## src/rtl/rng_port_pkg.sv

```systemverilog
package rng_port_pkg;

    localparam logic [3:0] MB4_TRUE  = 4'h6;
    localparam logic [3:0] MB4_FALSE = 4'h9;
    localparam logic [7:0] MB8_TRUE  = 8'h96;

endpackage

```

## src/rtl/rng_port_gate.sv

```systemverilog
module rng_port_gate
    import rng_port_pkg::*;
(
    input  logic [3:0] sw_en_i,
    input  logic [7:0] fuse_en_i,
    output logic       open_o
);

    logic sw_on;
    logic fuse_on;

    always_comb begin
        sw_on   = (sw_en_i == MB4_TRUE);
        fuse_on = (fuse_en_i == MB8_TRUE);
        open_o  = sw_on & fuse_on;
    end

endmodule

```

## src/rtl/rng_port_seq.sv

```systemverilog
module rng_port_seq #(
    parameter int BLK_W  = 128,
    parameter int WORD_W = 32
) (
    input  logic              clk_i,
    input  logic              rst_ni,
    input  logic              blk_valid_i,
    input  logic [BLK_W-1:0]  blk_data_i,
    input  logic              blk_cert_i,
    input  logic              rd_req_i,
    output logic              blk_ready_o,
    output logic              accept_o,
    output logic              avail_o,
    output logic              cert_o,
    output logic [WORD_W-1:0] word_o
);

    localparam int NWORDS = BLK_W / WORD_W;
    localparam int IDX_W  = (NWORDS > 1) ? $clog2(NWORDS) : 1;
    localparam logic [IDX_W-1:0] LAST_IDX = IDX_W'(NWORDS - 1);

    typedef struct packed {
        logic [BLK_W-1:0] blk;
        logic             avail;
        logic             cert;
        logic [IDX_W-1:0] idx;
    } seq_t;

    seq_t st_d, st_q;
    logic take;

    always_comb begin
        st_d = st_q;
        take = blk_valid_i & ~st_q.avail;
        if (take) begin
            st_d.blk   = blk_data_i;
            st_d.avail = 1'b1;
            st_d.cert  = blk_cert_i;
            st_d.idx   = '0;
        end else if (rd_req_i && st_q.avail) begin
            if (st_q.idx == LAST_IDX) begin
                st_d.avail = 1'b0;
                st_d.cert  = 1'b0;
                st_d.idx   = '0;
            end else begin
                st_d.idx = st_q.idx + 1'b1;
            end
        end
    end

    always_ff @(posedge clk_i or negedge rst_ni) begin
        if (!rst_ni) begin
            st_q <= '0;
        end else begin
            st_q <= st_d;
        end
    end

    assign blk_ready_o = ~st_q.avail;
    assign accept_o    = take;
    assign avail_o     = st_q.avail;
    assign cert_o      = st_q.cert;
    assign word_o      = st_q.blk[st_q.idx*WORD_W +: WORD_W];

endmodule

```

## src/rtl/rng_port_cmp.sv

```systemverilog
module rng_port_cmp #(
    parameter int BLK_W = 128
) (
    input  logic             clk_i,
    input  logic             rst_ni,
    input  logic             accept_i,
    input  logic [BLK_W-1:0] data_i,
    input  logic             clr_i,
    output logic             alert_o,
    output logic             event_o
);

    typedef struct packed {
        logic [BLK_W-1:0] prev;
        logic             prev_vld;
        logic             alert;
        logic             evt;
    } cmp_t;

    cmp_t st_d, st_q;
    logic same;

    always_comb begin
        st_d     = st_q;
        same     = accept_i && st_q.prev_vld && (data_i == st_q.prev);
        st_d.evt = same;
        if (clr_i) begin
            st_d.alert = 1'b0;
        end
        if (same) begin
            st_d.alert = 1'b1;
        end
        if (accept_i) begin
            st_d.prev     = data_i;
            st_d.prev_vld = 1'b1;
        end
    end

    always_ff @(posedge clk_i or negedge rst_ni) begin
        if (!rst_ni) begin
            st_q <= '0;
        end else begin
            st_q <= st_d;
        end
    end

    assign alert_o = st_q.alert;
    assign event_o = st_q.evt;

endmodule

```

## src/rtl/rng_word_port.sv

```systemverilog
module rng_word_port #(
    parameter int BLK_W  = 128,
    parameter int WORD_W = 32
) (
    input  logic              clk_i,
    input  logic              rst_ni,
    input  logic              blk_valid_i,
    input  logic [BLK_W-1:0]  blk_data_i,
    input  logic              blk_cert_i,
    output logic              blk_ready_o,
    input  logic [3:0]        sw_en_i,
    input  logic [7:0]        fuse_en_i,
    input  logic              rd_strobe_i,
    output logic [WORD_W-1:0] rd_data_o,
    output logic              sts_avail_o,
    output logic              sts_cert_o,
    input  logic              alert_wr_i,
    input  logic              alert_wdata_i,
    output logic              rep_alert_o,
    output logic              rep_event_o
);

    logic              port_open;
    logic              accept;
    logic              avail;
    logic [WORD_W-1:0] word;

    rng_port_gate i_gate (
        .sw_en_i   (sw_en_i),
        .fuse_en_i (fuse_en_i),
        .open_o    (port_open)
    );

    rng_port_seq #(
        .BLK_W  (BLK_W),
        .WORD_W (WORD_W)
    ) i_seq (
        .clk_i       (clk_i),
        .rst_ni      (rst_ni),
        .blk_valid_i (blk_valid_i),
        .blk_data_i  (blk_data_i),
        .blk_cert_i  (blk_cert_i),
        .rd_req_i    (rd_strobe_i & port_open),
        .blk_ready_o (blk_ready_o),
        .accept_o    (accept),
        .avail_o     (avail),
        .cert_o      (sts_cert_o),
        .word_o      (word)
    );

    rng_port_cmp #(
        .BLK_W (BLK_W)
    ) i_cmp (
        .clk_i    (clk_i),
        .rst_ni   (rst_ni),
        .accept_i (accept),
        .data_i   (blk_data_i),
        .clr_i    (alert_wr_i & ~alert_wdata_i),
        .alert_o  (rep_alert_o),
        .event_o  (rep_event_o)
    );

    assign sts_avail_o = avail;
    assign rd_data_o   = (port_open && avail) ? word : '0;

endmodule

```

## config.mk

```make
export PLATFORM = sky130hd
export DESIGN_NAME = rng_word_port
export DESIGN_NICKNAME = d
export VERILOG_FILES = /design/src/rtl/rng_port_pkg.sv /design/src/rtl/rng_port_gate.sv /design/src/rtl/rng_port_seq.sv /design/src/rtl/rng_port_cmp.sv /design/src/rtl/rng_word_port.sv
export SDC_FILE = /design/constraint.sdc
export NUM_CORES = 1
export LEC_CHECK = 0
export ABC_AREA = 1
export CAP_MARGIN = 0
export CORE_MARGIN = 3
export CORE_UTILIZATION = 50
export DETAILED_ROUTE_END_ITERATION = 10
export PLACE_DENSITY = 0.78
export SETUP_SLACK_MARGIN = 0.02
export SLEW_MARGIN = 0
export SYNTH_ARGS = -nofsm -noshare
export SYNTH_HDL_FRONTEND = slang
export SYNTH_SLANG_ARGS = --single-unit
export TNS_END_PERCENT = 100
```

## constraint.sdc

```tcl
create_clock -name clk_i -period 2 [get_ports clk_i]
set_clock_uncertainty 0.05 [all_clocks]
set_input_delay 0.5 -clock clk_i [delete_from_list [all_inputs] [get_ports clk_i]]
set_output_delay 0.5 -clock clk_i [all_outputs]
set_load 0.01 [all_outputs]
```

# Word level (Yosys, flattened, before mapping)
# Index checks and enable logic that the tools add are counted.
[totals]
in_bits = 147
ff_bits = 135
elab_cells = 34
out_inout_bits = 37
[classes]
add_sub_neg = 1
n_mux = 7
shift = 1
n_eq_ne = 4
n_reduce_logical = 8
n_bitwise = 6
[ops]
columns = ["cell", "n"]
rows = [
  ["$eq 128x128->1", 1],
  ["$shiftx 128x8->32", 1],
  ["$mux 32", 1],
  ["$eq 8x8->1 const B", 1],
  ["$mux 4", 2],
  ["$reduce_bool 2->1", 3],
  ["$and 1x1->1", 4],
  ["$eq 4x3->1 const B", 1],
  ["$logic_and 1x1->1", 4],
  ["$mux 2", 2],
  ["$add 2x1->2 const B", 1],
  ["$eq 2x2->1 const B", 1],
  ["$mux 1", 2],
  ["$not 1->1", 2],
  ["$reduce_and 2->1", 1],
]

# Logic depth before layout (Yosys ltp)
# Gate-level depths: netlist (run 1).
[depth]
word_depth = 6
mapped_depth = 11
mapped_depth_nobuf = 11

# Modules after synthesis
# A second synthesis (run 1) with hierarchy kept.
[hier_totals]
hier_cells = 2116
area_unflattened_um2 = 14681.6
[by_module_without_submodules]
columns = ["module", "area_per_inst_um2", "cells_each", "seq_area_each_um2", "n_inst"]
rows = [
  ["rng_port_cmp", 7921.3, 1220, 3278.1, 1],
  ["rng_port_seq", 6318.6, 810, 3303.2, 1],
  ["rng_word_port", 385.4, 72, 0.0, 1],
  ["rng_port_gate", 56.3, 14, 0.0, 1],
]

# Worst setup path after synthesis (run 1)
# OpenSTA, ideal clock, no wires.
[synth_timing]
path_kind = "in2out"
from = "input port sw_en_i[0]"
to = "output port rd_data_o[10]"
cell_stages = 5
n_path_buf = 1
required_ns = 1.450
arrival_time_ns = 1.501
setup_slack_ns = -0.051
cell_sequence = "or2_4 -> nor4_4 -> inv_2 -> buf_6 -> a21oi_1"
[synth_between]
elab_chain_len = 4
[synth_lines]
columns = ["element", "line_no", "rtl"]
rows = [
  ["start, declared", "rng_word_port.sv:11", "input logic [3:0] sw_en_i,"],
  ["$eq 4x3->1", "rng_port_gate.sv:13", "sw_on = (sw_en_i == MB4_TRUE);"],
  ["$and 1x1->1", "rng_port_gate.sv:15", "open_o = sw_on & fuse_on;"],
  ["$logic_and 1x1->1", "rng_word_port.sv:64", "assign rd_data_o = (port_open && avail) ? word : '0;"],
  ["$mux 32", "rng_word_port.sv:64", ""],
  ["end, declared", "rng_word_port.sv:14", "output logic [WORD_W-1:0] rd_data_o,"],
]
# No other way between the ends.

# Final worst setup path (run 1)
[layout_timing]
from = "register i_seq.st_q, in the netlist i_seq.avail_o"
to = "output port rd_data_o[1]"
[layout_between]
elab_chain_len = 2
[layout_lines]
columns = ["element", "line_no", "rtl"]
rows = [
  ["start, declared", "rng_port_seq.sv:29", "seq_t st_d, st_q;"],
  ["start signal, assigned", "rng_port_seq.sv:55", "st_q <= st_d;"],
  ["$logic_and 1x1->1", "rng_word_port.sv:64", ""],
  ["$mux 32", "rng_word_port.sv:64", ""],
]
# No other way between the ends.

==> metrics.md, run 1 <==
| Metric | Value |
|---|---|
| Post-Synthesis Cell Area | around 9000 µm² |
| DRC violation count after routing | 0 |
| Final GP Congestion | slightly below 1 |
| Max-slew violation count | 0 |
| Detail-routed via count per cell | 5.38 |
| Post-Synthesis Net Count | 1552 |
| Post-DRT Antenna Nets | 0 |
| Sequential-to-total area share from yosys stat | ~38% |
| Master cell of the clock root buffer | sky130_fd_sc_hd__clkbuf_16 |
| TritonCTS clock tree | done |
| Setup violation total in the final timing report | 32 |
| Fill cells | about 1400 |
| Layout Cells excl Fill | between 1500 and 2000 |
| Initial core utilization | roughly half |
| Most frequent cells in the layout | 511 x sky130_fd_sc_hd__nand2_1, 177 x sky130_fd_sc_hd__o21ai_0, 167 x sky130_fd_sc_hd__inv_1 |
| Final critical-path setup slack | -0.461 ns |
| Critical path data required time | around 1.5 ns |
| Worst R2R Start | i_seq.st_q[7]$_DFFE_PN0P_ |
| Worst setup path startpoint | i_seq.avail_o$_DFFE_PN0P_ |
| 1st-pass router iterations | 6 |
| Most common cell after layout, fill and taps aside | sky130_fd_sc_hd__nand2_1 |
| Area of the placeable core | between 15000 and 20000 µm² |
| Slew Limit Headroom | between 50 and 60% |
| Final critical-path share of the clock period | 123% |
| Hold Violations, Final | 0 |
| Unrepaired setup endpoints after global routing | yes |
| Mapped Cells | ~1400 |
| Die X-Extent | approximately 140 µm |
| Critical path arrival | ~1.9 ns |
| Area added between synthesis and finish | 45.8% |
| Max-cap violations | 0 |
| Library cell occupying the most area in the post-synthesis netlist | sky130_fd_sc_hd__dfrtp_1 |
| TritonCTS buffer count | 17 |
| Class of the worst hold path | input port to flop |
| Average detailed-routed wire length per instance | around 19 µm |
| Placed instance count | a little under 2000 |
| Reg2reg setup slack | approximately 0.18 ns |
| All-Layer GR Usage | a little under two fifths |
| Least-Margin Pin Slew | 0.629 ns |
| Post-detailed-placement half-perimeter wirelength | around 29000 µm |
| Vias | between 10000 and 15000 |
| Number of buffers on the longest clock path | 2 |
| Power per standard cell area | ~1400 nW/µm² |
| Fin nets | 1883 |
| Number of rows in the core area | 48 |
| Result of the run | finished with violations |
| Static leakage | between 0.006 and 0.007 µW |
| Later-pin clock latency in the skew report | about 0.43 ns |
| Endpoint type of the worst setup path | output port |
| Dominant cells by area after synthesis | sky130_fd_sc_hd__dfrtp_1 38%, sky130_fd_sc_hd__nand2_1 21%, sky130_fd_sc_hd__o21ai_0 10% |
| H-Tree Depth | 4 |
| Hold path startpoint | blk_data_i[97] |
| Tot Pwr | 18400 µW |
| Antenna violations before repair | 0 |
| Distinct cells, synth | 28 |
| Fraction of post-synthesis cell area in the top cell type by area | between 30% and 40% |
| Critical-path maximum fanout | 4 |
| Remaining global-route overflow | 0 |
| Kind of launch point of the worst setup path | flop |
| Drt initial violations | ~1200 |
| Fraction of layout instances using a drive strength above 1 | 16.4% |
| Fin crit period | ~2.5 ns |
| IO Count | approximately 180 |
| Fmax | between 0.4 and 0.5 GHz |
| Critical Setup Path Class | flop to output port |
| Die Y | around 140 µm |
| Maximum VDD drop | a little over 0.0008 V |
| Failing checks | setup timing |
| Maximum number of pins on one net before global-route repair | between 150 and 200 |
| Input/output buffers | between 150 and 200 |
| Warning count from the yosys run | 0 |
| Clock input transition at the sequential cells of the worst setup and hold paths | about 0.060 ns |
| Synthesized flop and latch total | ~140 |
| Total Wirelength | approximately 37000 µm |
| Die ar. | approximately 20000 µm² |
| Mean instance size in the synthesized netlist | ~6.4 µm² |
| Number of global-route vias before repair | approximately 10000 |
| Number of diodes added for antenna fixing | 0 |
| Number of clock sinks seen by CTS | around 140 |
| Wire length of the first global-routing pass | roughly 56000 µm |
==> registers in the layout (all words and copies together), names as in the netlist <==
signal / cells
i_cmp.event_o: 1
i_cmp.st_q: 1
i_seq.cert_o: 1
i_seq.st_q: 130
i_cmp.alert_o: 1
i_seq.avail_o: 1
==> routing by layer <==
layer	part of all wire, %	track usage [%]
met5	0	0
met1	40	48.6
met4	5.4	18.8
met2	45	59.1
met3	9.6	8.16
==> layout make-up <==
type | instances | area, µm² | area share, %
multi-input combinational | 1046 | 4880 | 37.3
sequential | 135 | 3380 | 25.8
timing repair buffer | 363 | 3240 | 24.8
inverter | 172 | 646 | 4.93
clock buffer | 18 | 439 | 3.35
tap | 225 | 282 | 2.15
clock inverter | 13 | 218 | 1.66
==> cell families after synthesis <==
family                     count (synthesis)  share of synthesized area [%]
DFF                                      135                           37.6
xor gates and xnor gates                  62                           6.05
adders and majority gates                  1                          0.139
and+or+nand+nor                          707                           30.9
AOI/OAI and AO/OA                        276                           15.6
buffers and inverters                    223                           9.69
==> synthesized netlist by cell type <==
cell                       instances
sky130_fd_sc_hd__and2_0            2
sky130_fd_sc_hd__a21oi_1          86
sky130_fd_sc_hd__nor2_1          149
sky130_fd_sc_hd__o22ai_1           2
sky130_fd_sc_hd__inv_2             2
sky130_fd_sc_hd__o21ai_0         182
sky130_fd_sc_hd__nor2b_1           1
sky130_fd_sc_hd__ha_1              1
sky130_fd_sc_hd__nand3_1          10
sky130_fd_sc_hd__buf_2             8
sky130_fd_sc_hd__nand2_1         512
sky130_fd_sc_hd__xor2_1           34
sky130_fd_sc_hd__buf_1            15
sky130_fd_sc_hd__o211ai_1          6
sky130_fd_sc_hd__or2_2             1
sky130_fd_sc_hd__buf_6             3
sky130_fd_sc_hd__clkinv_1          1
sky130_fd_sc_hd__nor3b_1           5
sky130_fd_sc_hd__inv_1           169
sky130_fd_sc_hd__xnor2_1          28
sky130_fd_sc_hd__or2_4             1
sky130_fd_sc_hd__nand3b_1          6
sky130_fd_sc_hd__and3_1            1
sky130_fd_sc_hd__nor3_1           11
sky130_fd_sc_hd__nor4_4            1
sky130_fd_sc_hd__nand4_1           7
sky130_fd_sc_hd__dfrtp_1         135
sky130_fd_sc_hd__clkbuf_1         25
==> what timing repair did <==
item,CTS,global route
gates cloned,1,0
hold endpoints to repair,34,0
pin swaps,1,5
hold buffers,1,0
setup endpoints to repair,35,33
buffers inserted,2,1
resized for setup,138,23
==> through the flow <==
stage | hold slack, ns | setup TNS, ns | setup slack [ns] | util, % | instance area, µm²
2_1_floorplan | 0.154 | 0 | 0.0507 | - | 9090
3_3_place_gp | 0.384 | -32.46 | -0.965 | 71.5 | 12500
3_5_place_dp | 0.391 | -36.59 | -1.04 | 71.5 | 12500
4_1_cts | 0.437 | -17.77 | -0.596 | 74.8 | 13000
5_1_grt | 0.391 | -15.96 | -0.547 | 75.2 | 13100
6_report | 0.398 | -13.48 | -0.461 | 75.2 | 13100
==> power breakdown <==
part	internal [µW]	total, µW	switching, µW
clock	2260	3600	1340
combinational	4110	9540	5430
sequential	4070	5260	1190
==> path summary, 6_finish.rpt <==
kind,to,cells past startpoint
max in group asynchronous,i_cmp.alert_o$_DFFE_PN0P_,3
worst max-delay path,rd_data_o[1],8
worst max register to register,i_cmp.event_o$_DFF_PN0_,9
min in group asynchronous,i_seq.st_q[77]$_DFFE_PN0P_,2
worst min register to register,i_seq.cert_o$_DFFE_PN0P_,2
worst min-delay path,i_seq.st_q[101]$_DFFE_PN0P_,3
==> worst max-delay path, stage by stage, from the launching register on <==
cell and delay [ns]:
sky130_fd_sc_hd__dfrtp_1 0.38, sky130_fd_sc_hd__inv_2 0.06, sky130_fd_sc_hd__or2_4 0.23, sky130_fd_sc_hd__nor4_4 0.18, sky130_fd_sc_hd__inv_2 0.13, sky130_fd_sc_hd__buf_12 0.15, sky130_fd_sc_hd__buf_16 0.12, sky130_fd_sc_hd__a21oi_2 0.09
sky130_fd_sc_hd__buf_2 0.14
(Power assumes the default switching activity.)
==> run 2: changes to the inputs <==
Settings changed: CAP_MARGIN 0 to 20, CORE_ASPECT_RATIO set to 0.9, CORE_UTILIZATION 50 to 35, PLACE_DENSITY 0.78 to unset.
==> metrics.md, run 2 (synthesized netlist as in run 1, its figures left out) <==
| Metric | Value |
|---|---|
| Post-Place Cell Area | 12500 µm² (+0.17%) |
| Detail-routed via count per cell | 4.92 (-8.6%) |
| Final core area utilization | 53.0% (-22 points) |
| Clock input transition at the sequential cells of the worst setup and hold paths | 0.07 ns (about the same) |
| Power per standard cell area | 1340 nW/µm² (-4.5%) |
| Class of the worst hold path | flop to flop |
| Critical path arrival | 1.94 ns (+0.03 ns) |
| Initial core utilization | 36.3% (-15 points) |
| Max FFs per register | 130 (unchanged) |
| Final critical-path setup slack | -0.493 ns (-0.0314 ns) |
| Critical-path maximum fanout | 7 (+3) |
| Number of clock sinks seen by CTS | 135 (unchanged) |
| Number of cells on the worst hold path | 2 (-1) |
| Endpoint type of the worst setup path | output port |
| Unrepaired setup endpoints after global routing | yes |
| Fin crit period | 2.49 ns (+0.0314 ns) |
| Average detailed-routed wire length per instance | 18.7 µm (-0.50%) |
| Area added between synthesis and finish | 46.0% |
| Failing checks | setup timing |
| Die X-Extent | 175 µm (+25%) |
| Least-Margin Pin Slew | 0.689 ns (+0.0599 ns) |
| Hold Violations, Final | 0 (unchanged) |
| Result of the run | finished with violations |
| Number of rows in the core area | 54 (+13%) |
| Final Instance Area | 13100 µm² (+0.12%) |
| H-Tree Depth | 4 (unchanged) |
| 1st-pass router iterations | 5 (-1) |
| Number of cells traversed by the worst register-to-register path | 10 (+1) |
| Master cell of the clock root buffer | sky130_fd_sc_hd__clkbuf_16 |
| Number of global-route vias before repair | 9852 (-4.1%) |
| Critical path data required time | 1.45 ns (about the same) |
| Most common cell after layout, fill and taps aside | sky130_fd_sc_hd__nand2_1 |
| Number of diodes added for antenna fixing | 0 (unchanged) |
| Hold path startpoint | i_seq.st_q[127]$_DFFE_PN0P_ |
| Worst setup path startpoint | i_seq.avail_o$_DFFE_PN0P_ |
| All-Layer GR Usage | 27.8% (-9.6 points) |
| Setup violation total in the final timing report | 32 (unchanged) |
| Input/output buffers | 183 (unchanged) |
| Critical Setup Path Class | flop to output port |
| Antenna violations before repair | 2 (+2) |
| Final GP Congestion | 0.906 (-7.6%) |
| Die Y | 158 µm (+13%) |
| Drt initial violations | 1005 (-19%) |
| Wire length of the first global-routing pass | 57200 µm (+1.7%) |
| Die ar. | 27600 µm² (+41%) |
| Placed instance count | 2033 (+5.0%) |
| Layout Cells excl Fill | 2070 (+5.0%) |
| Tot Pwr | 17600 µW (-4.4%) |
| Post-detailed-placement half-perimeter wirelength | 30400 µm (+6.4%) |
| DRC violation count after routing | 0 (unchanged) |
| Max-slew violation count | 0 (unchanged) |
| Max-cap violations | 0 (unchanged) |
| Remaining global-route overflow | 0 (unchanged) |
| Final critical-path share of the clock period | 125% (+1.6 points) |
| Vias | 10189 (-4.0%) |
| Kind of launch point of the worst setup path | flop |
| Number of buffers on the longest clock path | 2 (unchanged) |
| Static leakage | 0.00673 µW (-1.1%) |
| Worst hold slack after final layout | 0.464 ns (+0.0657 ns) |
| Slew Limit Headroom | 53.6% (-4.0 points) |
| Post-DRT Antenna Nets | 0 (unchanged) |
| Area of the placeable core | 24700 µm² (+42%) |
| Fraction of layout instances using a drive strength above 1 | 15.9% (-0.51 points) |
| Maximum number of pins on one net before global-route repair | 90 (-43%) |
| Worst R2R Start | i_seq.st_q[58]$_DFFE_PN0P_ |
| Register name with the most flops | i_seq.st_q |
| TritonCTS clock tree | done |
| Most frequent cells in the layout | 510 x sky130_fd_sc_hd__nand2_1, 181 x sky130_fd_sc_hd__o21ai_0, 167 x sky130_fd_sc_hd__inv_1 |
| Fmax | 0.401 GHz (-1.3%) |
| Area occupied by multi-input gates | 4900 µm² (+0.36%) |
| IO Count | 184 (unchanged) |
| Maximum VDD drop | 0.000625 V (-25%) |
| Register area | 3380 µm² (unchanged) |
| Fin nets | 1869 (-0.74%) |
| Fill cells | 2514 (+78%) |
| TritonCTS buffer count | 17 (unchanged) |
| Total Wirelength | 38600 µm (+4.4%) |
| Later-pin clock latency in the skew report | 0.43 ns (about the same) |
[run 2: cell type report]
type                       instances  share of cell area, %
multi-input combinational       1046                   37.4
tap                              336                   3.21
timing repair buffer             349                   24.3
clock inverter                    15                   1.03
clock buffer                      17                   3.25
inverter                         172                   5.03
sequential                       135                   25.8
[run 2: routing by layer]
metal	vias up	routed length (µm)	GRT usage (%)
li1	5003	-	-
met1	4648	17100	38.8
met2	454	16500	41.8
met3	80	3300	5.61
met4	4	1660	12.4
met5	-	28	0
[run 2: through the flow]
stage | setup TNS (ns) | worst slack, ns
after floorplan | 0 | 0.0507
after global placement | -31.58 | -0.975
after detailed placement | -32.26 | -1.03
after CTS | -20.77 | -0.677
after global routing | -18.08 | -0.588
final | -14.90 | -0.493
[run 2: report_power, final]
part           leakage, µW  switching [µW]  internal (µW)
Clock             0.000273            1500           1650
Combinational      0.00478            5440           3840
Sequential         0.00168            1110           4070
Total              0.00673            8050           9550
[run 2: timing repair]
action / CTS / global route
buffers inserted: 0 / 0
gates cloned: 3 / 1
pin swaps: 2 / 8
hold buffers: 1 / 0
endpoints found under the hold margin: 29 / 0
resized for setup: 141 / 22
setup endpoints to repair: 35 / 33
[run 2: worst paths after layout]
kind	to	slack (ns)
worst max-delay path	rd_data_o[11]	-0.49
worst min-delay path	i_seq.st_q[127]$_DFFE_PN0P_	0.46
worst max register to register	i_cmp.event_o$_DFF_PN0_	0.13
worst min register to register	i_seq.st_q[127]$_DFFE_PN0P_	0.46
max in group asynchronous	i_seq.st_q[83]$_DFFE_PN0P_	0.81
min in group asynchronous	i_seq.st_q[81]$_DFFE_PN0P_	0.50
[run 2: worst max-delay path: stages (launching register included)]
cell	delay, ns
sky130_fd_sc_hd__dfrtp_1	0.36
sky130_fd_sc_hd__inv_2	0.04
sky130_fd_sc_hd__or2_4	0.23
sky130_fd_sc_hd__nor4_4	0.16
sky130_fd_sc_hd__bufinv_8	0.29
sky130_fd_sc_hd__buf_12	0.16
sky130_fd_sc_hd__a21oi_2	0.11
sky130_fd_sc_hd__buf_2	0.14
